===== config.mk =====
export PLATFORM = sky130hd
export DESIGN_NAME = ir_rl_rx
export DESIGN_NICKNAME = d
export VERILOG_FILES = /design/src/rtl/ir_rl_pkg.sv /design/src/rtl/ir_rl_tick_filter.sv /design/src/rtl/ir_rl_encoder.sv /design/src/rtl/ir_rl_fifo.sv /design/src/rtl/ir_rl_rx.sv
export SDC_FILE = /design/constraint.sdc
export NUM_CORES = 1
export LEC_CHECK = 0
export BUFFER_PORTS_ARGS = -buffer_cell sky130_fd_sc_hd__buf_2
export CORE_ASPECT_RATIO = 1.25
export CORE_MARGIN = 2
export CORE_UTILIZATION = 54
export DETAILED_ROUTE_END_ITERATION = 6
export HOLD_SLACK_MARGIN = 0.02
export PLACE_DENSITY = 0.72
export SETUP_SLACK_MARGIN = 0.3
export SLEW_MARGIN = 20
export SYNTH_ARGS = -nofsm -noshare
export SYNTH_HDL_FRONTEND = slang
export SYNTH_SLANG_ARGS = --single-unit

===== constraint.sdc =====
create_clock -name clk -period 5.5 [get_ports clk]
set_clock_uncertainty 0.2 [all_clocks]
set_input_delay 0.55 -clock clk [delete_from_list [all_inputs] [get_ports clk]]
set_output_delay 0.55 -clock clk [all_outputs]
set_load 0.01 [all_outputs]

===== src/rtl/ir_rl_pkg.sv =====
package ir_rl_pkg;
  localparam int ADDR_W = 3;
  localparam int REG_W  = 32;

  typedef enum logic [ADDR_W-1:0] {
    A_CTRL   = 3'd0,
    A_TIMING = 3'd1,
    A_ACTIVE = 3'd2,
    A_IEN    = 3'd3,
    A_STAT   = 3'd4,
    A_DATA   = 3'd5
  } reg_addr_e;

  // Flag and enable bit positions shared by status and enable registers.
  localparam int B_OVF   = 0;
  localparam int B_PKT   = 1;
  localparam int B_AVAIL = 4;
  localparam int B_LEVEL = 8;

  typedef struct packed {
    logic       level;
    logic [6:0] len;
  } run_entry_t;
endpackage


===== src/rtl/ir_rl_tick_filter.sv =====
module ir_rl_tick_filter #(
  parameter int DIV_FAST = 64,
  parameter int DIV_SLOW = 128
) (
  input  logic       clk,
  input  logic       rst_n,
  input  logic       en,
  input  logic       div_sel,
  input  logic       invert,
  input  logic       ir_in,
  input  logic [5:0] filt_thr,
  output logic       tick,
  output logic       lvl_f
);
  localparam int PW = (DIV_SLOW > 1) ? $clog2(DIV_SLOW) : 1;

  logic [PW-1:0] presc;
  logic [PW-1:0] last;
  logic [1:0]    sync;
  logic [5:0]    gcnt;
  logic          lvl_q;
  logic          smp, diff, accept;

  assign last = div_sel ? PW'(DIV_SLOW - 1) : PW'(DIV_FAST - 1);
  assign tick = en && (presc == last);

  always_ff @(posedge clk or negedge rst_n) begin
    if (!rst_n)             presc <= '0;
    else if (!en || tick)   presc <= '0;
    else                    presc <= presc + PW'(1);
  end

  // Polarity is applied ahead of the synchronizer.
  always_ff @(posedge clk or negedge rst_n) begin
    if (!rst_n) sync <= '0;
    else        sync <= {sync[0], ir_in ^ invert};
  end

  assign smp    = sync[1];
  assign diff   = smp != lvl_q;
  assign accept = diff && (({1'b0, gcnt} + 7'd1) >= {1'b0, filt_thr});
  assign lvl_f  = accept ? smp : lvl_q;

  always_ff @(posedge clk or negedge rst_n) begin
    if (!rst_n) begin
      lvl_q <= 1'b0;
      gcnt  <= '0;
    end else if (!en) begin
      lvl_q <= 1'b0;
      gcnt  <= '0;
    end else if (tick) begin
      lvl_q <= lvl_f;
      gcnt  <= (diff && !accept) ? gcnt + 6'd1 : 6'd0;
    end
  end

  AST_TICK_GAP: assert property (@(posedge clk) disable iff (!rst_n)
    tick |=> !tick);
endmodule


===== src/rtl/ir_rl_encoder.sv =====
module ir_rl_encoder
  import ir_rl_pkg::*;
#(
  parameter int IDLE_UNIT = 128,
  parameter int ACT_UNIT  = 128
) (
  input  logic       clk,
  input  logic       rst_n,
  input  logic       en,
  input  logic       tick,
  input  logic       lvl_f,
  input  logic [7:0] idle_n,
  input  logic [7:0] act_t,
  input  logic       act_scale,
  output logic       push,
  output run_entry_t push_data,
  output logic       pkt_end
);
  localparam int IW = 8 + $clog2(IDLE_UNIT) + 1;
  localparam int AW = 8 + $clog2(ACT_UNIT) + 1;

  logic          run_lvl;
  logic [6:0]    run_len;
  logic          cap_q;
  logic [IW-1:0] idle_cnt;
  logic [AW-1:0] act_cnt;
  logic [IW-1:0] idle_lim;
  logic [AW-1:0] act_req;
  logic          same, roll, idle_hit, start;
  logic [6:0]    len_sat;

  assign idle_lim = (IW'(idle_n) + IW'(1)) * IW'(IDLE_UNIT);
  assign act_req  = (AW'(act_t) + AW'(1)) * (act_scale ? AW'(ACT_UNIT) : AW'(1));
  assign same     = lvl_f == run_lvl;
  assign roll     = same && (run_len == 7'd127);
  assign idle_hit = cap_q && !lvl_f && ((idle_cnt + IW'(1)) == idle_lim);
  assign start    = !cap_q && lvl_f && ((act_cnt + AW'(1)) >= act_req);
  assign len_sat  = (run_len == 7'd127) ? 7'd127 : run_len + 7'd1;

  always_comb begin
    push      = 1'b0;
    push_data = '0;
    pkt_end   = 1'b0;
    if (tick && cap_q) begin
      if (idle_hit) begin
        push      = 1'b1;
        push_data = '{level: 1'b0, len: len_sat};
        pkt_end   = 1'b1;
      end else if (!same) begin
        push      = 1'b1;
        push_data = '{level: run_lvl, len: run_len};
      end else if (roll) begin
        push      = 1'b1;
        push_data = '{level: run_lvl, len: 7'd127};
      end
    end
  end

  always_ff @(posedge clk or negedge rst_n) begin
    if (!rst_n) begin
      run_lvl <= 1'b0; run_len <= '0; cap_q <= 1'b0; idle_cnt <= '0; act_cnt <= '0;
    end else if (!en) begin
      run_lvl <= 1'b0; run_len <= '0; cap_q <= 1'b0; idle_cnt <= '0; act_cnt <= '0;
    end else if (tick) begin
      if (idle_hit) begin
        run_lvl <= 1'b0; run_len <= '0; cap_q <= 1'b0; idle_cnt <= '0; act_cnt <= '0;
      end else begin
        if (!same) begin
          run_lvl <= lvl_f;
          run_len <= '0;
        end else if (roll) begin
          run_len <= '0;
        end else begin
          run_len <= run_len + 7'd1;
        end
        idle_cnt <= (cap_q && !lvl_f) ? idle_cnt + IW'(1) : '0;
        if (start) cap_q <= 1'b1;
        if (!lvl_f)                 act_cnt <= '0;
        else if (act_cnt != '1)     act_cnt <= act_cnt + AW'(1);
      end
    end
  end

  AST_IDLE_RETURN: assert property (@(posedge clk) disable iff (!rst_n)
    pkt_end |=> !cap_q);
  AST_QUIET_OFF: assert property (@(posedge clk) disable iff (!rst_n)
    !en |-> !push);
endmodule


===== src/rtl/ir_rl_fifo.sv =====
module ir_rl_fifo #(
  parameter int DEPTH = 16,
  parameter int W     = 8
) (
  input  logic                       clk,
  input  logic                       rst_n,
  input  logic                       wr,
  input  logic [W-1:0]               wdata,
  input  logic                       rd,
  output logic [W-1:0]               rdata,
  output logic [$clog2(DEPTH+1)-1:0] count,
  output logic                       overflow
);
  localparam int AW = (DEPTH > 1) ? $clog2(DEPTH) : 1;
  localparam int CW = $clog2(DEPTH + 1);

  logic [W-1:0]  mem [DEPTH];
  logic [AW-1:0] wp, rp;
  logic [CW-1:0] cnt;
  logic          full, empty, do_wr, do_rd;

  assign full     = cnt == CW'(DEPTH);
  assign empty    = cnt == '0;
  assign do_rd    = rd && !empty;
  assign do_wr    = wr && (!full || do_rd);
  assign overflow = wr && full && !do_rd;
  assign rdata    = empty ? '0 : mem[rp];
  assign count    = cnt;

  function automatic logic [AW-1:0] bump(input logic [AW-1:0] p);
    return (p == AW'(DEPTH - 1)) ? '0 : p + AW'(1);
  endfunction

  always_ff @(posedge clk) begin
    if (do_wr) mem[wp] <= wdata;
  end

  always_ff @(posedge clk or negedge rst_n) begin
    if (!rst_n) begin
      wp <= '0; rp <= '0; cnt <= '0;
    end else begin
      if (do_wr) wp <= bump(wp);
      if (do_rd) rp <= bump(rp);
      case ({do_wr, do_rd})
        2'b10:   cnt <= cnt + CW'(1);
        2'b01:   cnt <= cnt - CW'(1);
        default: cnt <= cnt;
      endcase
    end
  end

  AST_NO_OVERFLOW: assert property (@(posedge clk) disable iff (!rst_n)
    cnt <= CW'(DEPTH));
  AST_DROP_KEEPS_FULL: assert property (@(posedge clk) disable iff (!rst_n)
    overflow |=> cnt == CW'(DEPTH));
  AST_EMPTY_POP: assert property (@(posedge clk) disable iff (!rst_n)
    (rd && empty && !wr) |=> cnt == '0);
endmodule


===== src/rtl/ir_rl_rx.sv =====
module ir_rl_rx
  import ir_rl_pkg::*;
#(
  parameter int FIFO_DEPTH = 16,
  parameter int DIV_FAST   = 64,
  parameter int DIV_SLOW   = 128,
  parameter int IDLE_UNIT  = 128,
  parameter int ACT_UNIT   = 128
) (
  input  logic              clk,
  input  logic              rst_n,
  input  logic              ir_in,
  input  logic [ADDR_W-1:0] addr,
  input  logic              wr_en,
  input  logic [REG_W-1:0]  wdata,
  input  logic              rd_en,
  output logic [REG_W-1:0]  rdata,
  output logic              irq
);
  localparam int CW = $clog2(FIFO_DEPTH + 1);

  logic [2:0]    ctl_q;
  logic [7:0]    idle_q;
  logic [5:0]    filt_q;
  logic          sel_q;
  logic [7:0]    act_q;
  logic          scale_q;
  logic          ien_ovf, ien_pkt, ien_av;
  logic [CW-1:0] trig_q;
  logic          ovf_f, pkt_f;

  logic          en, tick, lvl_f, push, pkt_end, pop, fifo_ovf, avail;
  run_entry_t    push_data;
  logic [7:0]    head;
  logic [CW-1:0] fill;
  reg_addr_e     ra;

  assign ra  = reg_addr_e'(addr);
  assign en  = ctl_q[0] && ctl_q[1];
  assign pop = rd_en && (ra == A_DATA);

  ir_rl_tick_filter #(.DIV_FAST(DIV_FAST), .DIV_SLOW(DIV_SLOW)) u_tick (
    .clk(clk), .rst_n(rst_n), .en(en), .div_sel(sel_q), .invert(ctl_q[2]),
    .ir_in(ir_in), .filt_thr(filt_q), .tick(tick), .lvl_f(lvl_f));

  ir_rl_encoder #(.IDLE_UNIT(IDLE_UNIT), .ACT_UNIT(ACT_UNIT)) u_enc (
    .clk(clk), .rst_n(rst_n), .en(en), .tick(tick), .lvl_f(lvl_f),
    .idle_n(idle_q), .act_t(act_q), .act_scale(scale_q),
    .push(push), .push_data(push_data), .pkt_end(pkt_end));

  ir_rl_fifo #(.DEPTH(FIFO_DEPTH), .W(8)) u_fifo (
    .clk(clk), .rst_n(rst_n), .wr(push), .wdata(push_data), .rd(pop),
    .rdata(head), .count(fill), .overflow(fifo_ovf));

  assign avail = fill > trig_q;
  assign irq   = (ovf_f && ien_ovf) || (pkt_f && ien_pkt) || (avail && ien_av);

  always_ff @(posedge clk or negedge rst_n) begin
    if (!rst_n) begin
      ctl_q <= '0; idle_q <= '0; filt_q <= '0; sel_q <= 1'b0;
      act_q <= '0; scale_q <= 1'b0;
      ien_ovf <= 1'b0; ien_pkt <= 1'b0; ien_av <= 1'b0; trig_q <= '0;
    end else if (wr_en) begin
      case (ra)
        A_CTRL:   ctl_q <= wdata[2:0];
        A_TIMING: begin
          idle_q <= wdata[7:0];
          filt_q <= wdata[13:8];
          sel_q  <= wdata[16];
        end
        A_ACTIVE: begin
          act_q   <= wdata[7:0];
          scale_q <= wdata[8];
        end
        A_IEN: begin
          ien_ovf <= wdata[B_OVF];
          ien_pkt <= wdata[B_PKT];
          ien_av  <= wdata[B_AVAIL];
          trig_q  <= wdata[B_LEVEL +: CW];
        end
        default: ;
      endcase
    end
  end

  logic clr_ovf, clr_pkt;
  assign clr_ovf = wr_en && (ra == A_STAT) && wdata[B_OVF];
  assign clr_pkt = wr_en && (ra == A_STAT) && wdata[B_PKT];

  always_ff @(posedge clk or negedge rst_n) begin
    if (!rst_n) begin
      ovf_f <= 1'b0;
      pkt_f <= 1'b0;
    end else begin
      ovf_f <= (ovf_f && !clr_ovf) || fifo_ovf;
      pkt_f <= (pkt_f && !clr_pkt) || pkt_end;
    end
  end

  always_comb begin
    rdata = '0;
    case (ra)
      A_CTRL:   rdata[2:0] = ctl_q;
      A_TIMING: begin
        rdata[7:0]  = idle_q;
        rdata[13:8] = filt_q;
        rdata[16]   = sel_q;
      end
      A_ACTIVE: begin
        rdata[7:0] = act_q;
        rdata[8]   = scale_q;
      end
      A_IEN: begin
        rdata[B_OVF]        = ien_ovf;
        rdata[B_PKT]        = ien_pkt;
        rdata[B_AVAIL]      = ien_av;
        rdata[B_LEVEL +: CW] = trig_q;
      end
      A_STAT: begin
        rdata[B_OVF]        = ovf_f;
        rdata[B_PKT]        = pkt_f;
        rdata[B_AVAIL]      = avail;
        rdata[B_LEVEL +: CW] = fill;
      end
      A_DATA:   rdata[7:0] = head;
      default:  rdata = '0;
    endcase
  end

  AST_PKT_STICKY: assert property (@(posedge clk) disable iff (!rst_n)
    (pkt_f && !clr_pkt) |=> pkt_f);
  AST_OVF_STICKY: assert property (@(posedge clk) disable iff (!rst_n)
    (ovf_f && !clr_ovf) |=> ovf_f);
  AST_NO_PKT_OFF: assert property (@(posedge clk) disable iff (!rst_n)
    (!en && !pkt_f) |=> !pkt_f);
endmodule


==> Word level (Yosys, flattened, before mapping) <==
Memories as Yosys holds them, arrays and structs flattened.
Cells that the tools add are included.
{ "totals": {"regBits": 107, "mem_bits_rw": 128, "inputBits": 40, "output_inout_bits": 33, "word_cells": 167, "mem_count": 1} }
{ "mem_list": {"columns": ["name", "depth", "word_bits", "read_ports", "rd_clocked_by_memory_dff", "wr", "line_no", "source"], "rows": [
  ["u_fifo.mem", 16, 8, 1, 0, 1, "ir_rl_fifo.sv:17", "logic [W-1:0] mem [DEPTH];"]
]} }
{ "op_classes": {"n_addsub": 12, "mul": 1, "n_lt_le_gt_ge": 3, "n_eq_ne": 20, "mux": 57, "bitwise": 1, "n_reduce_logical": 48} }
{ "op_table": {"columns": ["cell", "n"], "rows": [
  ["$mux W16", 9],
  ["$mux W7", 8],
  ["$mux W8", 6],
  ["$add A16 B1 Y16 const B", 2],
  ["$logic_and A1 B1 Y1", 23],
  ["$mux W1", 21],
  ["$add A8 B1 Y9 const B", 2],
  ["$mux W6", 3],
  ["$eq A16 B16 Y1", 1],
  ["$ge A16 B16 Y1", 1],
  ["$mul A16 B16 Y16", 1],
  ["$ne A16 B16 Y1 const B", 1],
  ["$add A7 B1 Y7 const B", 2],
  ["$reduce_and A2 Y1", 7],
  ["$pmux W2 S6", 1],
  ["$pmux W4 S3", 1],
  ["$pmux W5 S2", 1],
  ["$logic_not A1 Y1", 9],
  ["$pmux W3 S3", 1],
  ["$add A4 B1 Y4 const B", 2],
  ["$eq A4 B4 Y1 const B", 2],
  ["$mux W4", 2],
  ["$pmux W1 S4", 2],
  ["$add A6 B1 Y7 const B", 1],
  ["other kinds (25)", 33]
]} }

==> Depth between registers and ports, before layout <==
{ "logic_depth": {"word_depth": 13, "ltp_mapped": 17, "ltp_nobuf": 16} }

==> By module <==
Synthesis repeated with hierarchy kept, for this count alone.
{ "hier_totals": {"hier_cells": 1047, "area_unflattened_um2": 12746.0} }
{ "modules_own_cells": {"columns": ["module", "n_inst", "cells_per_inst", "area_each_um2", "seq_area_each_um2"], "rows": [
  ["ir_rl_fifo", 1, 311, 5791.8, 4169.0],
  ["ir_rl_encoder", 1, 458, 3723.6, 1026.0],
  ["ir_rl_rx", 1, 189, 2259.7, 925.9],
  ["ir_rl_tick_filter", 1, 89, 970.9, 400.4]
]} }

==> Worst setup path after synthesis <==
OpenSTA, ideal clock, no wires.
{ "synth_timing": {"path_kind": "reg2reg", "startpoint": "register u_tick.gcnt[0]", "endpoint": "memory u_fifo.mem[0][0] (enable)", "setup_time_ps": 398, "arrival_ps": 3504, "required_time_ps": 4902, "path_slack_ps": 1398, "stages_incl_launch_ff": 12, "path_buffers": 0, "synth_period_minus_slack_ps": 4102, "path_cell_list": "dfrtp_1 ha_1 nand3_1 xnor2_1 ha_1 nand3_1 o32ai_1 nand3b_1 nand4_1 a2111o_1 a31oi_4 nor4b_1"} }
{ "synth_via": {"elab_chain_len": 13, "elab_cells_between_ends": 16, "cone_classes": "1 x add/sub; 1 x order compare; 1 x eq/ne; 7 x mux; 6 x reduce/logical"} }
{ "synth_rtl": {"columns": ["item", "line_no", "source"], "rows": [
  ["start: declaration", "ir_rl_tick_filter.sv:20", "logic [5:0] gcnt;"],
  ["start signal: assignment", "ir_rl_tick_filter.sv:53", "gcnt <= (diff && !accept) ? gcnt + 6'd1 : 6'd0;"],
  ["$add A6 B1 Y7 *", "ir_rl_tick_filter.sv:41", "assign accept = diff && (({1'b0, gcnt} + 7'd1) >= {1'b0, filt_thr});"],
  ["$ge A7 B6 Y1 *", "ir_rl_tick_filter.sv:41", null],
  ["$logic_and A1 B1 Y1 *", "ir_rl_tick_filter.sv:41", null],
  ["$mux W1 *", "ir_rl_tick_filter.sv:42", "assign lvl_f = accept ? smp : lvl_q;"],
  ["$eq A1 B1 Y1", "ir_rl_encoder.sv:34", "assign same = lvl_f == run_lvl;"],
  ["$logic_and A1 B1 Y1", "ir_rl_encoder.sv:35", "assign roll = same && (run_len == 7'd127);"],
  ["$mux W1", "ir_rl_encoder.sv:52", "end else if (roll) begin"],
  ["$mux W1", "ir_rl_encoder.sv:49", "end else if (!same) begin"],
  ["$mux W1 *", "ir_rl_encoder.sv:45", "if (idle_hit) begin"],
  ["$mux W1 *", "ir_rl_encoder.sv:44", "if (tick && cap_q) begin"],
  ["$logic_and A1 B1 Y1 *", "ir_rl_fifo.sv:25", "assign do_wr = wr && (!full || do_rd);"],
  ["$mux W1 *", "ir_rl_fifo.sv:35", "if (do_wr) mem[wp] <= wdata;"],
  ["$mux W1 (not written as such) *", "ir_rl_fifo.sv:35", null],
  ["end: declaration", "ir_rl_fifo.sv:17", null]
]} }
Mark *: on every way between the ends. The rest lies on a longest branch, timed or not.

==> Worst setup path after layout <==
{ "layout_timing": {"startpoint": "register u_tick.gcnt[0]", "endpoint": "register u_fifo.cnt[4], in the netlist u_fifo.count[4]"} }
{ "layout_via": {"elab_chain_len": 13, "elab_cells_between_ends": 18, "cone_classes": "1 x add/sub; 1 x order compare; 3 x eq/ne; 6 x mux; 7 x reduce/logical"} }
{ "layout_rtl": {"columns": ["item", "line_no", "source"], "rows": [
  ["$add A6 B1 Y7 *", "ir_rl_tick_filter.sv:41", null],
  ["$ge A7 B6 Y1 *", "ir_rl_tick_filter.sv:41", null],
  ["$logic_and A1 B1 Y1 *", "ir_rl_tick_filter.sv:41", null],
  ["$mux W1 *", "ir_rl_tick_filter.sv:42", null],
  ["$eq A1 B1 Y1", "ir_rl_encoder.sv:34", null],
  ["$logic_and A1 B1 Y1", "ir_rl_encoder.sv:35", null],
  ["$mux W1", "ir_rl_encoder.sv:52", null],
  ["$mux W1", "ir_rl_encoder.sv:49", null],
  ["$mux W1 *", "ir_rl_encoder.sv:45", null],
  ["$mux W1 *", "ir_rl_encoder.sv:44", null],
  ["$logic_and A1 B1 Y1 *", "ir_rl_fifo.sv:25", null],
  ["$eq A2 B1 Y1 or $eq A2 B2 Y1 (tied branches)", "ir_rl_fifo.sv:44", "case ({do_wr, do_rd})"],
  ["$pmux W5 S2 or $reduce_bool A2 Y1 (tied branches)", null, null],
  ["end signal: assignment", "ir_rl_fifo.sv:45", "2'b10: cnt <= cnt + CW'(1);"],
  ["end signal: assignment", "ir_rl_fifo.sv:46", "2'b01: cnt <= cnt - CW'(1);"],
  ["end signal: assignment", "ir_rl_fifo.sv:47", "default: cnt <= cnt;"],
  ["end: declaration", "ir_rl_fifo.sv:19", "logic [CW-1:0] cnt;"]
]} }
Marks and branches as above.
A chain may end at the register's enable or synchronous reset.

==> flow_summary.json <==
{
  "status": "complete, no violations",
  "power_density_nw_per_um2": 346,
  "cts_buffers": 25,
  "antenna_found_initial": 0,
  "p_total_mw": 4.75,
  "finalInstanceArea_sq_um": 13700,
  "register_area_sq_um": 6520,
  "die_area_sq_um": 24100,
  "cts-htree-levels": 1,
  "fin_hold_ws_ns": 0.0465,
  "place_congestion": 0.832,
  "synth_compound_area_frac": 0.0982,
  "antennaDiodeCount": 0,
  "drtAntennaViolNets": 0,
  "ir_drop_uv": 352,
  "async_reset_ff_frac": 0.455,
  "place_area_sq_um": 12800,
  "die_h_um": 173,
  "via_per_inst": 6.01,
  "area_growth_syn_to_layout_pct": 11.1,
  "grt_max_degree": 69,
  "yosysMostFrequentCell": "edfxtp_1",
  "cts_num_sinks": 235,
  "synth_top_family_by_area": "simple AND/OR/NAND/NOR gates",
  "syn_inst": 1014,
  "synthTopCellsByCount": "edfxtp_1, dfrtp_1, nand2_1, o21ai_0, nor2_1",
  "ys_warn_count": 0,
  "grt_use_total": 0.228,
  "synth-edff-count": 128,
  "drtPass1Iterations": 5,
  "worstMarginPinSlew_ns": 1.05,
  "nNetsFinal": 1146,
  "wl_per_cell_um": 20.1,
  "synth_xor_area_frac": 0.0446,
  "crit_required_ns": 5.76,
  "cp.arrival_ns": 4.75,
  "fin_setup_tns_ns": 0,
  "place_hpwl_um": 19300,
  "die_x_um": 139,
  "syn_avg_cell_area_sq_um": 12.2,
  "synth_fa_ha_area_frac": 0.0508,
  "num_rows": 61,
  "core_area_sq_um": 22400,
  "first_global_vias": 8063,
  "drt_wl_total_um": 27300,
  "leakagePower_nw": 5.90,
  "synthMuxAreaShare": 0.111,
  "grt_pass1_wl_um": 43800,
  "clk_latency_ns": 0.54,
  "cts_tree": "yes",
  "port_buffers": 38,
  "finalMaxSlewViolations": 0,
  "fin_crit_ns": 4.49,
  "yosysTopAreaCell": "edfxtp_1",
  "io_pins": 73,
  "holdCritPathClass": "primary input to flop",
  "rsz0062_at_grt": "false",
  "synth_top_area_share": 0.311,
  "fillers": 1745,
  "fmax_mhz": 223,
  "start_kind": "flop",
  "ys.flop_type": "edfxtp_1",
  "ys_ff_latch": 235,
  "synthTopCellsByArea": "edfxtp_1, dfrtp_1, mux4_2",
  "yosys.area_share.simple": 0.130,
  "finalCritPeriodShare": 0.816,
  "criticalPathCategory": "flop to flop",
  "synth_cell_types": 77,
  "drive_gt1_frac": 0.188,
  "grt-ovfl-total": 0,
  "initial_core_util": 0.553,
  "max_cap_violations": 0,
  "drc_errors": 0,
  "fin_util": 0.614,
  "syn_area_sq_um": 12400,
  "clkTransAtPathRegs_ns": 0.07,
  "path_max_fanout": 6,
  "relSlewSlack": 0.299,
  "clockBufferDepth": 3,
  "postCtsSetupBuffers": 0,
  "root_buffer": "clkbuf_16",
  "finalSetupViolCount": 0,
  "vias": 8167,
  "drtIter0Drc": 514,
  "multiInputGateArea_sq_um": 5460,
  "ctsResizeCount": 0,
  "hold_viol": 0,
  "ys_seq_area_frac": 0.528,
  "cp-end-kind": "flop"
}
final cells by class:
cell class                      instances  area share
Inverter                               31     0.00847
Tap cell                              283      0.0258
Sequential cell                       235       0.475
Multi-Input combinational cell        701       0.398
Timing Repair Buffer                   63      0.0281
Clock buffer                           30      0.0469
Clock inverter                         16      0.0180
power by group:
group	total, mW	internal [mW]	switching [mW]
Clock	1.83	1.12	0.707
Combinational	0.769	0.389	0.380
Sequential	2.15	1.94	0.213
Total	4.75	3.45	1.30
per-layer routing:
| layer | up-vias | routed length (um) | track usage |
|---|---|---|---|
| li1 | 3839 | - | - |
| met1 | 4077 | 11200 | 0.296 |
| met2 | 208 | 14100 | 0.404 |
| met3 | 43 | 1330 | 0.0327 |
| met4 | 0 | 592 | 0.0581 |
| met5 | - | 0 | 0 |
critical path: stages (launching register included):
cell and delay, ns:
dfrtp_1 0.43, ha_1 0.25, nand3_1 0.11, xnor2_1 0.16, ha_1 0.30, nand3_1 0.07
o32ai_1 0.37, nand3b_1 0.27, nand3_1 0.10, or4_1 0.57, a32o_1 0.39, fa_1 0.43
a21o_1 0.19, a21oi_1 0.19, nor2_1 0.06, a22oi_1 0.17, xnor2_1 0.14
through the flow:
stage          std cells  worst slack (ns)
6_report            1359              1.01
5_1_grt             1359             0.584
4_1_cts             1359             0.981
2_1_floorplan       1032              1.40
3_3_place_gp        1311              1.03
3_5_place_dp        1311             0.998
final timing paths:
path / start / endpoint / slack (ns) / cells past startpoint
max reg2reg: u_tick.gcnt[0] / u_fifo.count[4] / 1.01 / 16
max: u_tick.gcnt[0] / u_fifo.count[4] / 1.01 / 16
min reg2reg: u_tick.sync[0] / u_tick.sync[1] / 0.15 / 0
min: wdata[9] / filt_q[1] / 0.05 / 3
min in group asynchronous: rst_n / u_enc.act_cnt[4] / 0.48 / 2
max in group asynchronous: rst_n / u_enc.run_len[3] / 3.54 / 3
what timing repair did:
action / 4_1_cts / 5_1_grt
hold buffers: 2 / 0
endpoints found under the hold margin: 68 / 0
setup endpoints to repair: 0 / 0
logic make-up after synthesis:
logic type / after synthesis
DFF: 235
and+or+nand+nor: 307
AOI/OAI and AO/OA: 184
other: 1
muxes: 79
xor gates and xnor gates: 63
buffers and inverters: 96
adders and majority gates: 49
cells in the final DEF (no fill, tap or decap), types with 16 or more instances in the layout:
cell type / instances
mux4_2: 42
xnor2_1: 39
a21oi_1: 26
a21o_1: 18
mux2_2: 32
nand3_1: 38
conb_1: 19
clkbuf_16: 25
o21ai_0: 65
nand4_1: 16
nor2_1: 51
edfxtp_1: 128
nand2_1: 86
xor2_1: 24
inv_1: 30
buf_4: 24
ha_1: 47
dfrtp_1: 106
and3_1: 25
buf_2: 37
sequential cells by signal, indices dropped and copies added (netlist names), 2 cells and up:
register / count
idle_q: 8
trig_q: 5
u_tick.sync: 2
u_fifo.count: 5
act_q: 8
u_enc.run_len: 7
filt_q: 6
u_tick.gcnt: 6
u_tick.presc: 7
u_fifo.rp: 4
ctl_q: 3
u_fifo.mem: 128
u_fifo.wp: 4
u_enc.idle_cnt: 16
u_enc.act_cnt: 16
Note: power is estimated with default switching activity, not from simulation.
